### config.mk
export PLATFORM = sky130hd
export DESIGN_NAME = serial_port_ctrl
export DESIGN_NICKNAME = d
export VERILOG_FILES = /design/src/rtl/sp_pkg.sv /design/src/rtl/sp_tick_gen.sv /design/src/rtl/sp_tx.sv /design/src/rtl/sp_rx.sv /design/src/rtl/serial_port_ctrl.sv
export SDC_FILE = /design/constraint.sdc
export NUM_CORES = 1
export LEC_CHECK = 0
export BUFFER_PORTS_ARGS = -buffer_cell sky130_fd_sc_hd__buf_2
export CORE_MARGIN = 1.5
export CORE_UTILIZATION = 45
export DETAILED_ROUTE_END_ITERATION = 8
export GPL_TIMING_DRIVEN = 0
export MAX_ROUTING_LAYER = met4
export REMOVE_ABC_BUFFERS = 1
export SKIP_CTS_REPAIR_TIMING = 1
export SLEW_MARGIN = 20
export SYNTH_ARGS = -nofsm -noshare
export SYNTH_HDL_FRONTEND = slang
export SYNTH_SLANG_ARGS = --single-unit
### constraint.sdc
create_clock -name clk -period 2.2 [get_ports clk]
set_input_delay 0.11 -clock clk [delete_from_list [all_inputs] [get_ports clk]]
set_output_delay 0.11 -clock clk [all_outputs]
set_load 0.02 [all_outputs]
### src/rtl/sp_pkg.sv
package sp_pkg;
  localparam int SP_BYTE = 8;

  // status register bit positions
  localparam int ST_RXF = 0;
  localparam int ST_TXE = 1;
  localparam int ST_DCD = 2;
  localparam int ST_CTS = 3;
  localparam int ST_OVR = 5;
  localparam int ST_IRQ = 7;

  // control register fields
  localparam int CT_RIE = 7;
  localparam logic [1:0] CT_TXI_ON = 2'b01;
  localparam logic [1:0] CT_MRESET = 2'b11;

  typedef enum logic [1:0] {
    RX_IDLE,
    RX_START,
    RX_DATA,
    RX_STOP
  } sp_rx_st_e;
endpackage

### src/rtl/sp_tick_gen.sv
module sp_tick_gen #(
  parameter int DIV = 8
) (
  input  logic clk,
  input  logic rst_n,
  output logic tick
);
  localparam int CW = (DIV > 1) ? $clog2(DIV) : 1;
  localparam logic [CW-1:0] LAST = CW'(DIV - 1);

  logic [CW-1:0] cnt;

  always_ff @(posedge clk) begin
    if (!rst_n) cnt <= '0;
    else if (cnt == LAST) cnt <= '0;
    else cnt <= cnt + 1'b1;
  end

  assign tick = (cnt == LAST);
endmodule

### src/rtl/sp_tx.sv
module sp_tx #(
  parameter int NBITS = 8,
  parameter int OVS   = 16
) (
  input  logic             clk,
  input  logic             rst_n,
  input  logic             clr,
  input  logic             tick,
  input  logic             req,
  input  logic [NBITS-1:0] din,
  output logic             load,
  output logic             busy,
  output logic             txd
);
  localparam int FRAME = NBITS + 2;
  localparam int BW    = $clog2(FRAME);
  localparam int TW    = $clog2(OVS);
  localparam logic [TW-1:0] T_LAST = TW'(OVS - 1);
  localparam logic [BW-1:0] B_LAST = BW'(FRAME - 1);

  logic [FRAME-1:0] sr;
  logic [BW-1:0]    bitn;
  logic [TW-1:0]    tcnt;
  logic             busy_q;
  logic             txd_q;

  assign load = req & ~busy_q & ~clr;

  always_ff @(posedge clk) begin
    if (!rst_n || clr) begin
      sr     <= '1;
      bitn   <= '0;
      tcnt   <= '0;
      busy_q <= 1'b0;
      txd_q  <= 1'b1;
    end else if (load) begin
      sr     <= {1'b1, din, 1'b0};
      bitn   <= '0;
      tcnt   <= '0;
      busy_q <= 1'b1;
      txd_q  <= 1'b0;
    end else if (busy_q && tick) begin
      if (tcnt == T_LAST) begin
        tcnt <= '0;
        if (bitn == B_LAST) begin
          busy_q <= 1'b0;
          txd_q  <= 1'b1;
        end else begin
          bitn  <= bitn + 1'b1;
          sr    <= {1'b1, sr[FRAME-1:1]};
          txd_q <= sr[1];
        end
      end else begin
        tcnt <= tcnt + 1'b1;
      end
    end
  end

  assign busy = busy_q;
  assign txd  = txd_q;
endmodule

### src/rtl/sp_rx.sv
module sp_rx import sp_pkg::*; #(
  parameter int NBITS = 8,
  parameter int OVS   = 16
) (
  input  logic             clk,
  input  logic             rst_n,
  input  logic             clr,
  input  logic             tick,
  input  logic             rxd,
  output logic             done,
  output logic [NBITS-1:0] data
);
  localparam int TW = $clog2(OVS);
  localparam int BW = (NBITS > 1) ? $clog2(NBITS) : 1;
  localparam logic [TW-1:0] T_LAST = TW'(OVS - 1);
  localparam logic [TW-1:0] T_MID  = TW'(OVS / 2 - 1);
  localparam logic [BW-1:0] B_LAST = BW'(NBITS - 1);

  logic [1:0]       sync;
  logic             rs;
  sp_rx_st_e        st;
  logic [TW-1:0]    tcnt;
  logic [BW-1:0]    bitn;
  logic [NBITS-1:0] shreg;
  logic             done_q;

  always_ff @(posedge clk) begin
    if (!rst_n) sync <= 2'b11;
    else sync <= {sync[0], rxd};
  end
  assign rs = sync[1];

  always_ff @(posedge clk) begin
    if (!rst_n || clr) begin
      st     <= RX_IDLE;
      tcnt   <= '0;
      bitn   <= '0;
      shreg  <= '0;
      done_q <= 1'b0;
    end else begin
      done_q <= 1'b0;
      if (tick) begin
        unique case (st)
          RX_IDLE: begin
            tcnt <= '0;
            if (!rs) st <= RX_START;
          end
          RX_START: begin
            if (tcnt == T_MID) begin
              tcnt <= '0;
              bitn <= '0;
              st   <= rs ? RX_IDLE : RX_DATA;
            end else tcnt <= tcnt + 1'b1;
          end
          RX_DATA: begin
            if (tcnt == T_LAST) begin
              tcnt  <= '0;
              shreg <= {rs, shreg[NBITS-1:1]};
              if (bitn == B_LAST) st <= RX_STOP;
              else bitn <= bitn + 1'b1;
            end else tcnt <= tcnt + 1'b1;
          end
          RX_STOP: begin
            if (tcnt == T_LAST) begin
              tcnt   <= '0;
              done_q <= 1'b1;
              st     <= RX_IDLE;
            end else tcnt <= tcnt + 1'b1;
          end
          default: st <= RX_IDLE;
        endcase
      end
    end
  end

  assign done = done_q;
  assign data = shreg;
endmodule

### src/rtl/serial_port_ctrl.sv
module serial_port_ctrl import sp_pkg::*; #(
  parameter int CLK_DIV = 8,
  parameter int OVS     = 16
) (
  input  logic               clk,
  input  logic               rst_n,
  input  logic               acc_en,
  input  logic               acc_wr,
  input  logic               acc_addr,
  input  logic [SP_BYTE-1:0] acc_wdata,
  output logic [SP_BYTE-1:0] acc_rdata,
  input  logic               rxd,
  output logic               txd,
  output logic               irq
);
  logic               tick;
  logic               rx_done;
  logic [SP_BYTE-1:0] rx_char;
  logic               tx_load;
  logic               tx_busy;

  logic ctrl_wr, mreset, data_wr, data_rd;
  logic rie, tie, ovr_flag, rx_full, tx_full;
  logic [SP_BYTE-1:0] rx_buf, tx_buf, status;
  logic wdata_unused;

  assign ctrl_wr = acc_en &  acc_wr & ~acc_addr;
  assign mreset  = ctrl_wr & (acc_wdata[1:0] == CT_MRESET);
  assign data_wr = acc_en &  acc_wr &  acc_addr;
  assign data_rd = acc_en & ~acc_wr &  acc_addr;
  assign wdata_unused = ^acc_wdata[4:2];

  sp_tick_gen #(.DIV(CLK_DIV)) u_tick (
    .clk(clk), .rst_n(rst_n), .tick(tick)
  );

  sp_rx #(.NBITS(SP_BYTE), .OVS(OVS)) u_rx (
    .clk(clk), .rst_n(rst_n), .clr(mreset), .tick(tick),
    .rxd(rxd), .done(rx_done), .data(rx_char)
  );

  sp_tx #(.NBITS(SP_BYTE), .OVS(OVS)) u_tx (
    .clk(clk), .rst_n(rst_n), .clr(mreset), .tick(tick),
    .req(tx_full), .din(tx_buf), .load(tx_load), .busy(tx_busy), .txd(txd)
  );

  always_ff @(posedge clk) begin
    if (!rst_n || mreset) begin
      rie      <= 1'b0;
      tie      <= 1'b0;
      ovr_flag <= 1'b0;
      rx_full  <= 1'b0;
      rx_buf   <= '0;
      tx_full  <= 1'b0;
      tx_buf   <= '0;
    end else begin
      if (ctrl_wr) begin
        rie <= acc_wdata[CT_RIE];
        tie <= (acc_wdata[6:5] == CT_TXI_ON);
      end
      if (data_wr) begin
        tx_buf  <= acc_wdata;
        tx_full <= 1'b1;
      end else if (tx_load) begin
        tx_full <= 1'b0;
      end
      if (rx_done) begin
        rx_buf   <= rx_char;
        rx_full  <= 1'b1;
        ovr_flag <= data_rd ? 1'b0 : (ovr_flag | rx_full);
      end else if (data_rd) begin
        rx_full  <= 1'b0;
        ovr_flag <= 1'b0;
      end
    end
  end

  // modem lines are not implemented and read as inactive
  assign irq = (rie & (rx_full | ovr_flag)) | (tie & ~tx_full);

  always_comb begin
    status         = '0;
    status[ST_RXF] = rx_full;
    status[ST_TXE] = ~tx_full;
    status[ST_DCD] = 1'b0;
    status[ST_CTS] = 1'b0;
    status[ST_OVR] = ovr_flag;
    status[ST_IRQ] = irq;
  end

  assign acc_rdata = acc_addr ? rx_buf : status;
endmodule

==> metrics.csv <==
metric;value;unit
outcome;completed;
synth_edf_count;0;
synth.avg_cell_area;8.81;um^2
crit_arrival;2.17;ns
final_hold_viol_count;0;
finalCriticalPeriod;1.96;ns
min_period_over_period;0.893;
synth_xor_xnor_area_share;0.0161;
skew;0.00666;ns
initial_core_util;0.461;
crit_type;flip-flop to flip-flop;
cts_tree;done;
syn_inst;308;
max_cap_viol_count;0;
relSlewSlack;0.496;
slowest_delay;0.35;ns
drt_iter0_drc;83;
cp.buffers_inverters;0;
start_kind;flip-flop;
power.share.sequential;0.519;
cts_buffers;9;
root_buffer;clkbuf_8;
synth.most_common_cell;dfxtp_1;
vias;2176;
dp.cells;391;
port_buffers;23;
yosys_warnings;0;
dp_hpwl;3540;um
async_flop_share;0;
critPathMaxFanout;10;
diodes;0;
wl;5360;um
irDropWorstVdd;0.429;mV
dieHeight;80.6;um
synth_mux_area_frac;0.0789;
synth_top_cell_by_area;dfxtp_1;
die-width;80.6;um
final_cells;413;
dr.pass1.iters;4;
switching_share;0.241;
drv_slew;0;
synth_area;2710;um^2
antenna_found_initial;0;
cts_sinks;62;
path_clk_slew;0.07;ns
synth_compound_area_frac;0.127;
max_freq;509;MHz
synth_top_family_by_area;simple AND/OR/NAND/NOR gates;
p_leak;1.16;nW
num_rows;28;
grt.total_usage;0.179;
synthFlopType;dfxtp_1;
power.switching;0.000538;W
tightest_slew;0.753;ns
die_area;6500;um^2
yosysSeqAreaShare;0.458;
fin_util;0.532;
grt_pass1_vias;1868;
grt_pass1_wl;8650;um
fp.coreArea;5890;um^2
grt_overflow;0;
nNetsFinal;355;
clockPowerShare;0.432;
cp.required;2.41;ns
area_growth;15.4;%
synth-seq-cells;62;
vias_per_cell;5.27;
cp_cell_sequence;ha_1 -> ha_2 -> and2_1 -> nand3_1 -> a221oi_1 -> o21ai_0;
critPathSlowestCell;a221oi_1;
synth_fa_ha_area_frac;0.0369;
p_int;0.00169;W
synth_top_area_share;0.458;
ant_nets;0;
gp_congestion;0.771;
combPwrFrac;0.049;
power.density;713;nW/um^2
ys_types;43;
clock_latency;0.33;ns
io_pins;24;
wl_per_cell;13.0;um
yosys.area_share.simple;0.249;
cts_max_path_buffers;2;
setup_violations;0;
hold_class;input port to flip-flop;
synth_commonest_cells;dfxtp_1, nand2_1, nor2_1;
grt_max_degree;27;
cp_top_family;simple AND/OR/NAND/NOR gates;
cts_max_level;3;
drive_gt1_frac;0.160;
worstSetupEndpointType;flip-flop;
rsz0062_at_grt;false;
synth_area_leaders;dfxtp_1, mux2i_1, nand2_1;
drc;0;
[power by group through the flow]
stage / Combinational, W / Sequential (W) / Clock, W
2_1_floorplan: 0.0000612 / 0.00118 / 0
3_3_place_gp: 0.0000996 / 0.00118 / 0
3_5_place_dp: 0.000107 / 0.00118 / 0
4_1_cts: 0.000107 / 0.00116 / 0.000990
5_1_grt: 0.000124 / 0.00116 / 0.00103
6_report: 0.000110 / 0.00116 / 0.000963
[kinds of logic after synthesis]
group | count (synthesis)
DFF | 62
and+or+nand+nor | 131
AOI/OAI and AO/OA | 60
xor gates and xnor gates | 5
muxes | 21
buffers and inverters | 21
adders and majority gates | 8
[path summary, 6_finish.rpt]
kind | to | depth (start not counted) | slack [ns] | from
max | u_tx.sr[2] | 6 | 0.24 | u_tick.cnt[0]
min | tx_buf[0] | 3 | 0.03 | acc_wdata[0]
max reg2reg | u_tx.sr[2] | 6 | 0.24 | u_tick.cnt[0]
min reg2reg | u_tick.cnt[0] | 1 | 0.44 | u_tick.cnt[0]
[layer usage]
metal	global-route usage	vias to the layer above	share of wire
li1	-	1128	-
met3	0.0511	5	0.029
met2	0.266	26	0.45
met4	0.0724	0	0.013
met1	0.229	1017	0.51
met5	-	-	0
[state kept, by name, indices dropped and copies added (netlist names), named ones only]
name        flops
rx_buf          8
tx_buf          8
u_rx.data       8
u_tx.sr         8
u_rx.tcnt       4
u_tx.bitn       4
u_tx.tcnt       4
u_rx.bitn       3
u_tick.cnt      3
u_rx.sync       2
ovr_flag        1
rie             1
rx_full         1
tie             1
tx_full         1
u_rx.done       1
u_rx.st         1
u_tx.busy       1
u_tx.txd        1
[worst register-to-register path, delay by kind of cell, from the launching register on]
family / cells / cell delay (ns)
adder cells (fa/ha/maj): 2 / 0.47
AND/OR/NAND/NOR: 2 / 0.56
flip-flops: 1 / 0.34
AO/OA/AOI/OAI: 2 / 0.47
[per-stage QoR]
step / TNS [ns] / hold WS [ns] / total power, W / area [um^2] / worst slack [ns]
after global routing: 0 / 0.0201 / 0.00231 / 3130 / 0.0858
after CTS: -0.220 / -0.0654 / 0.00226 / 3070 / -0.0703
final: 0 / 0.0256 / 0.00223 / 3130 / 0.235
after global placement: -42.01 / 0.294 / 0.00128 / 2850 / -1.12
after floorplan: 0 / 0.183 / 0.00124 / 2640 / 0.0905
after detailed placement: -0.132 / 0.300 / 0.00129 / 2870 / -0.0425
[layout by cell type, fill, tap and decap left out, types with 4 or more instances in the layout]
cell type	n
a21oi_1	27
a221oi_1	5
and2_1	9
and3_1	5
buf_2	23
clkbuf_8	12
dfxtp_1	62
ha_1	7
inv_1	4
mux2i_1	18
nand2_1	40
nand3_1	6
nand3b_1	4
nand4_1	4
nor2_1	33
nor3_1	5
nor3b_1	5
o21ai_0	20
[cell type report]
| class | count | area (um^2) |
|---|---|---|
| repair buffers | 30 | 183 |
| well taps | 75 | 93.8 |
| clock buffers | 12 | 165 |
| multi-input cells | 225 | 1400 |
| fillers | 560 | 2760 |
| inverters | 5 | 18.8 |
| flip-flops and latches | 62 | 1240 |
| clock inverters | 4 | 28.8 |
Note: power is estimated with default switching activity, not from simulation.
